`src/rtl/adc_stat_pkg.sv`:
```
package adc_stat_pkg;

   localparam int RATE_W = 3;

   typedef struct packed {
      logic              coef_sat;
      logic [RATE_W-1:0] rate;
      logic              clip_hi;
      logic              clip_lo;
      logic              busy;
      logic              ready;
   } stat_byte_t;

endpackage

```
`src/rtl/adc_range_clip.sv`:
```
module adc_range_clip #(
   parameter int IN_W  = 26,
   parameter int OUT_W = 24
) (
   input  logic signed [IN_W-1:0]  raw_in,
   output logic        [OUT_W-1:0] clipped,
   output logic                    over,
   output logic                    under
);

   localparam int EXT_W = IN_W - OUT_W + 1;

   generate
      if (IN_W == OUT_W) begin : g_pass
         assign clipped = raw_in;
         assign over    = 1'b0;
         assign under   = 1'b0;
      end else begin : g_clip
         localparam logic signed [IN_W-1:0] HI_LIM = {{EXT_W{1'b0}}, {(OUT_W-1){1'b1}}};
         localparam logic signed [IN_W-1:0] LO_LIM = {{EXT_W{1'b1}}, {(OUT_W-1){1'b0}}};

         logic signed [IN_W-1:0] sel;

         always_comb begin
            over  = raw_in > HI_LIM;
            under = raw_in < LO_LIM;
            if (over)       sel = HI_LIM;
            else if (under) sel = LO_LIM;
            else            sel = raw_in;
         end

         assign clipped = sel[OUT_W-1:0];
      end
   endgenerate

endmodule

```
`src/rtl/adc_coef_sat.sv`:
```
module adc_coef_sat #(
   parameter int IN_W  = 25,
   parameter int OUT_W = 24
) (
   input  logic [IN_W-1:0]  coef_in,
   output logic [OUT_W-1:0] coef_out,
   output logic             sat
);

   generate
      if (IN_W == OUT_W) begin : g_pass
         assign coef_out = coef_in;
         assign sat      = 1'b0;
      end else begin : g_sat
         assign sat      = |coef_in[IN_W-1:OUT_W];
         assign coef_out = sat ? {OUT_W{1'b1}} : coef_in[OUT_W-1:0];
      end
   endgenerate

endmodule

```
`src/rtl/adc_mod_activity.sv`:
```
module adc_mod_activity
   import adc_stat_pkg::*;
(
   input  logic              clk,
   input  logic              rst_n,
   input  logic              conv_start,
   input  logic              conv_done,
   input  logic              cal_start,
   input  logic              cal_done,
   input  logic [RATE_W-1:0] rate_req,
   output logic              conv_busy,
   output logic              busy,
   output logic [RATE_W-1:0] held_rate
);

   logic              cal_busy;
   logic [RATE_W-1:0] run_rate;

   always_ff @(posedge clk or negedge rst_n) begin
      if (!rst_n) begin
         conv_busy <= 1'b0;
         cal_busy  <= 1'b0;
         run_rate  <= '0;
         held_rate <= '0;
      end else begin
         if (conv_done)       conv_busy <= 1'b0;
         else if (conv_start) conv_busy <= 1'b1;

         if (cal_done)        cal_busy <= 1'b0;
         else if (cal_start)  cal_busy <= 1'b1;

         if (conv_start || cal_start) run_rate <= rate_req;

         if (conv_done || cal_done)   held_rate <= run_rate;
      end
   end

   assign busy = conv_busy | cal_busy;

endmodule

```
`src/rtl/adc_ready_ctrl.sv`:
```
module adc_ready_ctrl (
   input  logic clk,
   input  logic rst_n,
   input  logic conv_start,
   input  logic conv_done,
   input  logic conv_busy,
   input  logic data_rd,
   output logic ready
);

   logic rd_pending;

   always_ff @(posedge clk or negedge rst_n) begin
      if (!rst_n) begin
         ready      <= 1'b0;
         rd_pending <= 1'b0;
      end else if (conv_done) begin
         ready      <= 1'b1;
         rd_pending <= 1'b0;
      end else if (conv_start) begin
         if (rd_pending || data_rd) ready <= 1'b0;
         rd_pending <= 1'b0;
      end else if (data_rd && ready) begin
         if (conv_busy) ready      <= 1'b0;
         else           rd_pending <= 1'b1;
      end
   end

endmodule

```
`src/rtl/adc_status_reg.sv`:
```
module adc_status_reg
   import adc_stat_pkg::*;
#(
   parameter int OUT_W  = 24,
   parameter int RAW_W  = 26,
   parameter int COEF_W = 24
) (
   input  logic                    clk,
   input  logic                    rst_n,
   input  logic                    conv_start,
   input  logic                    conv_done,
   input  logic                    cal_start,
   input  logic                    cal_done,
   input  logic                    cal_gain,
   input  logic signed [RAW_W-1:0] raw_result,
   input  logic [2:0]              rate_req,
   input  logic [COEF_W:0]         coef_raw,
   input  logic                    data_rd,
   output logic [7:0]              status_byte,
   output logic [OUT_W-1:0]        result,
   output logic [COEF_W-1:0]       gain_coef
);

   localparam int CIN_W = COEF_W + 1;

   generate
      if (RAW_W < OUT_W) begin : g_bad_raw
         $error("raw width must not be below output width");
      end
      if (OUT_W < 2) begin : g_bad_out
         $error("output width too small");
      end
      if (RATE_W != 3) begin : g_bad_rate
         $error("status byte needs a 3-bit rate field");
      end
   endgenerate

   logic [OUT_W-1:0]  clip_val;
   logic              clip_over, clip_under;
   logic [COEF_W-1:0] coef_val;
   logic              coef_over;
   logic              conv_busy, busy, ready;
   logic [RATE_W-1:0] held_rate;
   logic              hi_q, lo_q, sat_q;

   adc_range_clip #(.IN_W(RAW_W), .OUT_W(OUT_W)) u_clip (
      .raw_in  (raw_result),
      .clipped (clip_val),
      .over    (clip_over),
      .under   (clip_under)
   );

   adc_coef_sat #(.IN_W(CIN_W), .OUT_W(COEF_W)) u_sat (
      .coef_in  (coef_raw),
      .coef_out (coef_val),
      .sat      (coef_over)
   );

   adc_mod_activity u_act (
      .clk        (clk),
      .rst_n      (rst_n),
      .conv_start (conv_start),
      .conv_done  (conv_done),
      .cal_start  (cal_start),
      .cal_done   (cal_done),
      .rate_req   (rate_req),
      .conv_busy  (conv_busy),
      .busy       (busy),
      .held_rate  (held_rate)
   );

   adc_ready_ctrl u_rdy (
      .clk        (clk),
      .rst_n      (rst_n),
      .conv_start (conv_start),
      .conv_done  (conv_done),
      .conv_busy  (conv_busy),
      .data_rd    (data_rd),
      .ready      (ready)
   );

   always_ff @(posedge clk or negedge rst_n) begin
      if (!rst_n) begin
         result    <= '0;
         hi_q      <= 1'b0;
         lo_q      <= 1'b0;
         sat_q     <= 1'b0;
         gain_coef <= '0;
      end else begin
         if (conv_done) begin
            result <= clip_val;
            hi_q   <= clip_over;
            lo_q   <= clip_under;
         end
         if (cal_done && cal_gain) begin
            gain_coef <= coef_val;
            sat_q     <= coef_over;
         end
      end
   end

   stat_byte_t sb;

   always_comb begin
      sb.coef_sat = sat_q;
      sb.rate     = held_rate;
      sb.clip_hi  = hi_q;
      sb.clip_lo  = lo_q;
      sb.busy     = busy;
      sb.ready    = ready;
   end

   assign status_byte = sb;

endmodule

```
`config.mk`:
```
export PLATFORM = sky130hd
export DESIGN_NAME = adc_status_reg
export DESIGN_NICKNAME = d
export VERILOG_FILES = /design/src/rtl/adc_stat_pkg.sv /design/src/rtl/adc_range_clip.sv /design/src/rtl/adc_coef_sat.sv /design/src/rtl/adc_mod_activity.sv /design/src/rtl/adc_ready_ctrl.sv /design/src/rtl/adc_status_reg.sv
export SDC_FILE = /design/constraint.sdc
export NUM_CORES = 1
export LEC_CHECK = 0
export BUFFER_PORTS_ARGS = -buffer_cell sky130_fd_sc_hd__clkbuf_2
export CAP_MARGIN = 25
export CORE_ASPECT_RATIO = 0.7
export CORE_UTILIZATION = 48
export CTS_BUF_LIST = sky130_fd_sc_hd__clkbuf_16
export DETAILED_ROUTE_END_ITERATION = 10
export PLACE_DENSITY_LB_ADDON = 0.25
export SLEW_MARGIN = 5
export SYNTH_ARGS = -nofsm -noshare
export SYNTH_HDL_FRONTEND = slang
export SYNTH_SLANG_ARGS = --single-unit
```
`constraint.sdc`:
```
create_clock -name clk -period 1.4 [get_ports clk]
set_clock_uncertainty 0.05 [all_clocks]
set_input_delay 0.28 -clock clk [delete_from_list [all_inputs] [get_ports clk]]
set_output_delay 0.28 -clock clk [all_outputs]
set_load 0.05 [all_outputs]
```
# Yosys cells after proc, flatten, opt, wreduce, memory -nomap -nowiden
# Cells that the tools add are included.
[word_totals]
latchBits = 0
mem_bits_ro = 0
ramBits = 0
in_bits = 62
output_inout_bits = 56
memories = 0
elab_cells = 43
ff_bits = 61
[classes]
bitwise_logic = 1
muxes = 16
order_cmp = 2
add_sub_neg = 0
n_reduce_logical = 11
n_eq_ne = 2
multipliers = 0
div_mod_pow = 0
n_shift = 0
[op_table]
columns = ["cell", "count"]
rows = [
  ["two-way mux 24 bit", 3],
  ["> comparator 26 x 24 -> 1 bit, second input constant", 1],
  ["less-than comparator 26 x 24 -> 1 bit, second input constant", 1],
  ["two-way mux 1 bit", 13],
  ["nonzero test 3 bit", 2],
  ["nonzero test 2 bit", 2],
  ["logical OR 1 bit", 3],
  ["!= test 3 x 1 -> 1 bit, second input constant", 1],
  ["!= test 3 bit, second input constant", 1],
  ["AND reduction 3 bit", 1],
  ["logical AND 1 bit", 2],
  ["AND reduction 2 bit", 1],
  ["OR 1 bit", 1],
]

# Depth between registers and ports, before layout
# Gate-level depths: netlist (run 1).
[logic_depth]
depth_word = 4
mapped_depth = 5
ltp_nobuf = 3

# Hierarchy
# From an unflattened synthesis (run 1), not the netlist that was laid out.
[hier_totals]
hier_cells = 255
hier_area_um2 = 3144.3
[modules_own_cells]
columns = ["module", "cells_per_inst", "instances", "area_per_inst_um2"]
rows = [
  ["adc_status_reg", 113, 1, 2037.0],
  ["adc_range_clip", 86, 1, 535.5],
  ["adc_mod_activity", 21, 1, 301.5],
  ["adc_coef_sat", 27, 1, 180.2],
  ["adc_ready_ctrl", 8, 1, 90.1],
]

# Least setup slack after synthesis (run 1)
# No wires, ideal clock.
[synth_path]
path_kind = "reg2out"
from = "reg u_act.conv_busy"
to = "out status_byte[1]"
slack_ns = 0.225
t_required_ns = 1.070
arrival_time_ns = 0.845
stages_incl_launch_ff = 3
path_buffers = 1
cell_sequence = "dfrtp_1 > or2_2 > buf_4"
[synth_between]
elab_chain_len = 1
[synth_lines]
columns = ["item", "line_no", "rtl"]
rows = [
  ["start, declared", "adc_mod_activity.sv:11", "output logic conv_busy,"],
  ["start signal, assigned", "adc_mod_activity.sv:21", "conv_busy <= 1'b0;"],
  ["start signal, assigned", "adc_mod_activity.sv:26", "if (conv_done) conv_busy <= 1'b0;"],
  ["start signal, assigned", "adc_mod_activity.sv:27", "else if (conv_start) conv_busy <= 1'b1;"],
  ["OR 1 bit", "adc_mod_activity.sv:38", "assign busy = conv_busy | cal_busy;"],
  ["end, declared", "adc_status_reg.sv:19", "output logic [7:0] status_byte,"],
]
# Every way passes these cells.

# Worst setup path in the final report (run 1)
# Ends and elaborated chain as after synthesis.

==> results of run 1 <==
## cells in the final DEF, fill, tap and decap left out, drive strengths merged
master / synthesis / final
o211ai: 1 / 1
buf: 28 / 12
or2: 1 / 1
nor2: 78 / 78
nor2b: 1 / 1
nor3: 1 / 1
inv: 5 / 6
dfrtp: 61 / 61
a21oi: 48 / 48
dlygate4sd3: 0 / 1
nand2b: 1 / 1
and2: 1 / 1
nand2: 2 / 2
clkbuf: 1 / 125
mux2: 7 / 7
nand3: 1 / 1
clkinv: 0 / 4
o21ai: 27 / 27
a211oi: 23 / 23
a31oi: 1 / 1
## timing repair
item | CTS | global route
setup endpoints to repair | 1 | 1
hold buffers | 1 | 0
setup buffers | 1 | 1
resized for setup | 3 | 1
endpoints found under the hold margin | 61 | 0
## layout make-up
cell class	count	area, um2	area share [%]
timing repair buffer	129	751	19.7
inverter	5	18.8	0.492
sequential	61	1530	40.0
clock buffer	9	225	5.91
clock inverter	5	21.3	0.558
tap	75	93.8	2.46
multi-input combinational	193	1180	30.9
## path summary, 6_finish.rpt
path                                   startpoint            endpoint  slack [ps]  cells after the start
worst max-delay path              u_act.conv_busy      status_byte[1]         -20                      2
worst min-delay path                     cal_done      u_act.cal_busy         110                      2
worst max register to register    u_act.conv_busy    u_rdy.rd_pending         350                      5
worst min register to register  u_act.run_rate[2]  u_act.held_rate[2]         450                      1
max in group asynchronous                   rst_n       gain_coef[21]         570                      3
min in group asynchronous                   rst_n       gain_coef[18]         450                      3
## worst max-delay path: cells and delay by family (launching register included)
kind          cells  cell delay, ps
buf+inv           1             150
flops             1             370
simple gates      1             250
## logic make-up after synthesis
logic type             share of synthesized area (%)
flip-flops                                      52.0
AND/OR/NAND/NOR                                 12.0
AO/OA/AOI/OAI                                   25.3
multiplexers                                    2.68
buffers and inverters                           8.05
## power by group through the flow
stage                     registers [mW]  clock network [mW]  logic, mW
after floorplan                     2.69                   0      0.491
after CTS                           2.07                1.90       1.49
final                               2.07                1.84       1.48
after global placement              2.09                   0       1.45
after detailed placement            2.09                   0       1.48
after global routing                2.09                1.97       1.57
## layer usage
layer  routed length (um)  share of wire [%]  vias up
li1                     -                  -     1197
met1                 2950                 45     1140
met2                 3100                 47       88
met3                  430                6.6        8
met4                   74                1.1        0
met5                    0                  0        -
## state kept, by name (all words and copies together) (netlist names)
name	count
gain_coef	24
hi_q	1
lo_q	1
result	24
sat_q	1
u_act.cal_busy	1
u_act.conv_busy	1
u_act.held_rate	3
u_act.run_rate	3
u_rdy.rd_pending	1
u_rdy.ready	1
## stage by stage
stage	area [um2]	power, mW	hold WS (ps)	setup TNS, ps
3_3_place_gp	3530	3.54	272	0
6_report	3810	5.39	107	-15.2
2_1_floorplan	2940	3.18	-65.6	0
5_1_grt	3810	5.63	115	-42.3
3_5_place_dp	3530	3.57	271	0
4_1_cts	3800	5.45	94.7	-49.4
==> results.toml, run 1 <==
[timing]
final.period_utilization_pct = 101
fmaxAchievable_mhz = 707
hold_viol_final = 0
setup_violations = 1
drv_slew = 0
rsz0062_at_grt = "yes"
min_period_ps = 1420
worst_slack_ps = -15.2
tightest_slew_ps = 362
relSlewSlack_pct = 75.8

[synth]
synthFlopType = "dfrtp_1"
yosysMostFrequentCell = "nor2_1"
synth_area_leaders = "dfrtp_1, nor2_1, a211oi_2"
synth_area_leader_cell = "dfrtp_1"
syn_inst = 288
synth_nets = 350
synth_async_sr_flop_share_pct = 100
yosysSeqAreaShare_pct = 52.0
yosysTopAreaCellShare_pct = 52.0
ys_ff_latch = 61
synth_edf_count = 0
ys_top_cells_by_count = "nor2_1, dfrtp_1, a21oi_1"
syn_area_um2 = 2940
yosysWarnings = 0
synth.avg_cell_area_um2 = 10.2
yosysUniqueCellTypes = 25

[clock_network]
cts_sinks = 61
numCtsBuffers = 9
cts_tree = "yes"
root_buffer = "clkbuf_16"
clock_latency_ps = 320
htreeDepth = 3
clk_pin_slew_worst_paths_ps = 50
clockBufferDepth = 2

[worst_setup_path]
critical_path.cell_chain = "or2_4, buf_8"
path_class = "reg -> out"
crit_fanout = 2
critPathRequiredTime_ps = 1070
cp_slowest_cell = "dfrtp_1"
cpPeakStageDelay_ps = 370
cp.arrival_ps = 1090
end_kind = "primary output"
worst_setup_path_start_kind = "flip-flop"

[grt]
met3_usage_pct = 6.76
grt_overflow_total = 0
grt_busiest_layer = "met2"
antenna_found_initial = 0
track_usage_pct = 21.1
use_met1_pct = 27.0
grt_start_max_net_pins = 62
grt_use_met2_pct = 33.9
grt_pass1_wl_um = 10100
grt_pass1_vias = 2221

[detailed_routing]
wirelength_um = 6560
wl_per_cell_um = 13.7
via_per_inst = 5.10
dr.pass1.iters = 4
antenna_left = 0
drcViolationCount = 0
drt-initial-drc-count = 103
vias = 2433

[place]
io_buffer_count = 117
place_hpwl_um = 4530
gp_congestion = 0.717
dpl.cell_count = 460
dp_slack_ps = 104

[run]
cap_viol_max_count = 0

[cells_and_area]
fin_util_pct = 65.6
diodes = 0
final_cells = 477
area_delta_synth_final_pct = 29.8
fin_nets = 461
nFillCells = 498
drive_gt1_share_pct = 47.8

[pwr]
p_seq_share_pct = 38.4
p_int_mw = 3.51
pwr-share-comb_pct = 27.4
switching_share_pct = 34.8
switchingPower_mw = 1.88
cellPowerDensity_nw_per_um2 = 1410
leakage_nw = 1.76
pwr-share-clk_pct = 34.2
ir_worst_vdd_mv = 0.958

[floorplan]
start_util_pct = 50.5
ios = 118
die-area_um2 = 6440
rows = 23
die_y_um = 67.4
core_area_um2 = 5810
die_width_um = 95.5

[outcome]
status = "finished, violations left"
violations = "setup timing"

[min_path]
hold_class = "in -> reg"
Power figures use the tool's default switching activity.
==> run 2, diff against run 1 <==
Settings changed: MAX_ROUTING_LAYER from default to met4.
==> results.toml, run 2 (synthesis gave the netlist of run 1 again) <==
[timing]
fmaxAchievable_mhz = 707
worst_slack_ps = -14.8
tightest_slew_ps = 353
setup_violations = 1
rsz0062_at_grt = "yes"
whs_ps = 107
relSlewSlack_pct = 76.4
drv_slew = 0
hold_viol_final = 0
min_period_ps = 1410
final.period_utilization_pct = 101

[floorplan]
die_y_um = 67.4
die_width_um = 95.5
core_area_um2 = 5810
rows = 23
die-area_um2 = 6440
ios = 118
start_util_pct = 50.5

[cells_and_area]
area_delta_synth_final_pct = 29.8
final_cell_mix = "clkbuf_2, nor2_1, dfrtp_1"
reg_top3 = "gain_coef (24), result (24)"
nFillCells = 498
multiInputGateArea_um2 = 1180
drive_gt1_share_pct = 47.8
seqCellArea_um2 = 1530
final_common_cell = "clkbuf_2"
diodes = 0
fin_nets = 461

[clock_network]
htreeDepth = 3
cts_tree = "yes"
clockBufferDepth = 2
numCtsBuffers = 9
root_buffer = "clkbuf_16"
clock_latency_ps = 310
cts_sinks = 61
clk_pin_slew_worst_paths_ps = 50

[run]
cap_viol_max_count = 0

[worst_setup_path]
cp.arrival_ps = 1080
path_class = "reg -> out"
critPathRequiredTime_ps = 1070
crit_fanout = 2
end_kind = "primary output"
worst_setup_path_start_kind = "flip-flop"

[place]
dp_slack_ps = 104
io_buffer_count = 117
place_hpwl_um = 4530
gp_congestion = 0.725

[detailed_routing]
antenna_left = 0
vias = 2410
drcViolationCount = 0
drt-initial-drc-count = 98
via_per_inst = 5.05
wl_per_cell_um = 13.8
wirelength_um = 6570
dr.pass1.iters = 4

[grt]
antenna_found_initial = 0
grt_overflow_total = 0
grt_pass1_wl_um = 10100
use_met1_pct = 27.6
grt_busiest_layer = "met2"
grt_pass1_vias = 2226
grt_start_max_net_pins = 62
track_usage_pct = 21.8
grt_use_met2_pct = 33.9
met3_usage_pct = 5.74

[min_path]
hold_class = "in -> reg"

[pwr]
cellPowerDensity_nw_per_um2 = 1410
leakage_nw = 1.76
ir_worst_vdd_mv = 0.958

[outcome]
status = "finished, violations left"
violations = "setup timing"
-- run 2: cell counts in the layout (fill, tap and decap cells not counted) --
No cell type changed its count.
-- run 2: through the flow --
stage	utilization, %	cell area, um2	setup TNS [ps]	total power, mW	cells
after floorplan	-	2940	0	3.18	288
after global placement	60.7	3530	0	3.54	460
after detailed placement	60.7	3530	0	3.57	460
after CTS	65.4	3800	-49.4	5.45	476
after global routing	65.6	3810	-42.3	5.63	477
final	65.6	3810	-14.8	5.39	477
-- run 2: repair_timing --
action	4_1_cts	5_1_grt
hold buffers	1	0
pin swaps	0	0
hold endpoints to repair	61	0
endpoints found under the setup margin	1	1
gates resized for setup	3	1
buffers inserted	1	1
-- run 2: cell type report --
class,count,area share [%]
Timing Repair Buffer,129,19.7
Inverter,5,0.492
Clock inverter,5,0.558
Sequential cell,61,40.0
Multi-Input combinational cell,193,30.9
Clock buffer,9,5.91
Tap cell,75,2.46
-- run 2: per-layer routing --
| metal | up-vias | share of wire [%] |
|---|---|---|
| met4 | 0 | 1.1 |
| met2 | 66 | 47 |
| met5 | - | 0 |
| met3 | 8 | 4.8 |
| li1 | 1197 | - |
| met1 | 1139 | 47 |
-- run 2: report_power, final --
group / switching [mW] / leakage (nW) / total, mW / internal, mW
logic: 1.08 / 0.956 / 1.48 / 0.402
registers: 0.107 / 0.677 / 2.07 / 1.96
clock network: 0.692 / 0.127 / 1.84 / 1.15
-- run 2: critical path: stages, from the launching register on --
cell     delay (ps)
dfrtp_1         370
or2_4           250
buf_8           150
-- run 2: final timing paths --
kind	start	endpoint	slack, ps	depth (start not counted)
setup / recovery	u_act.conv_busy	status_byte[1]	-10	2
hold reg to reg	u_act.run_rate[2]	u_act.held_rate[2]	450	1
max in group asynchronous	rst_n	result[15]	560	3
hold / removal	cal_done	u_act.cal_busy	110	2
min in group asynchronous	rst_n	gain_coef[18]	440	3
setup reg to reg	u_act.conv_busy	u_rdy.rd_pending	350	5
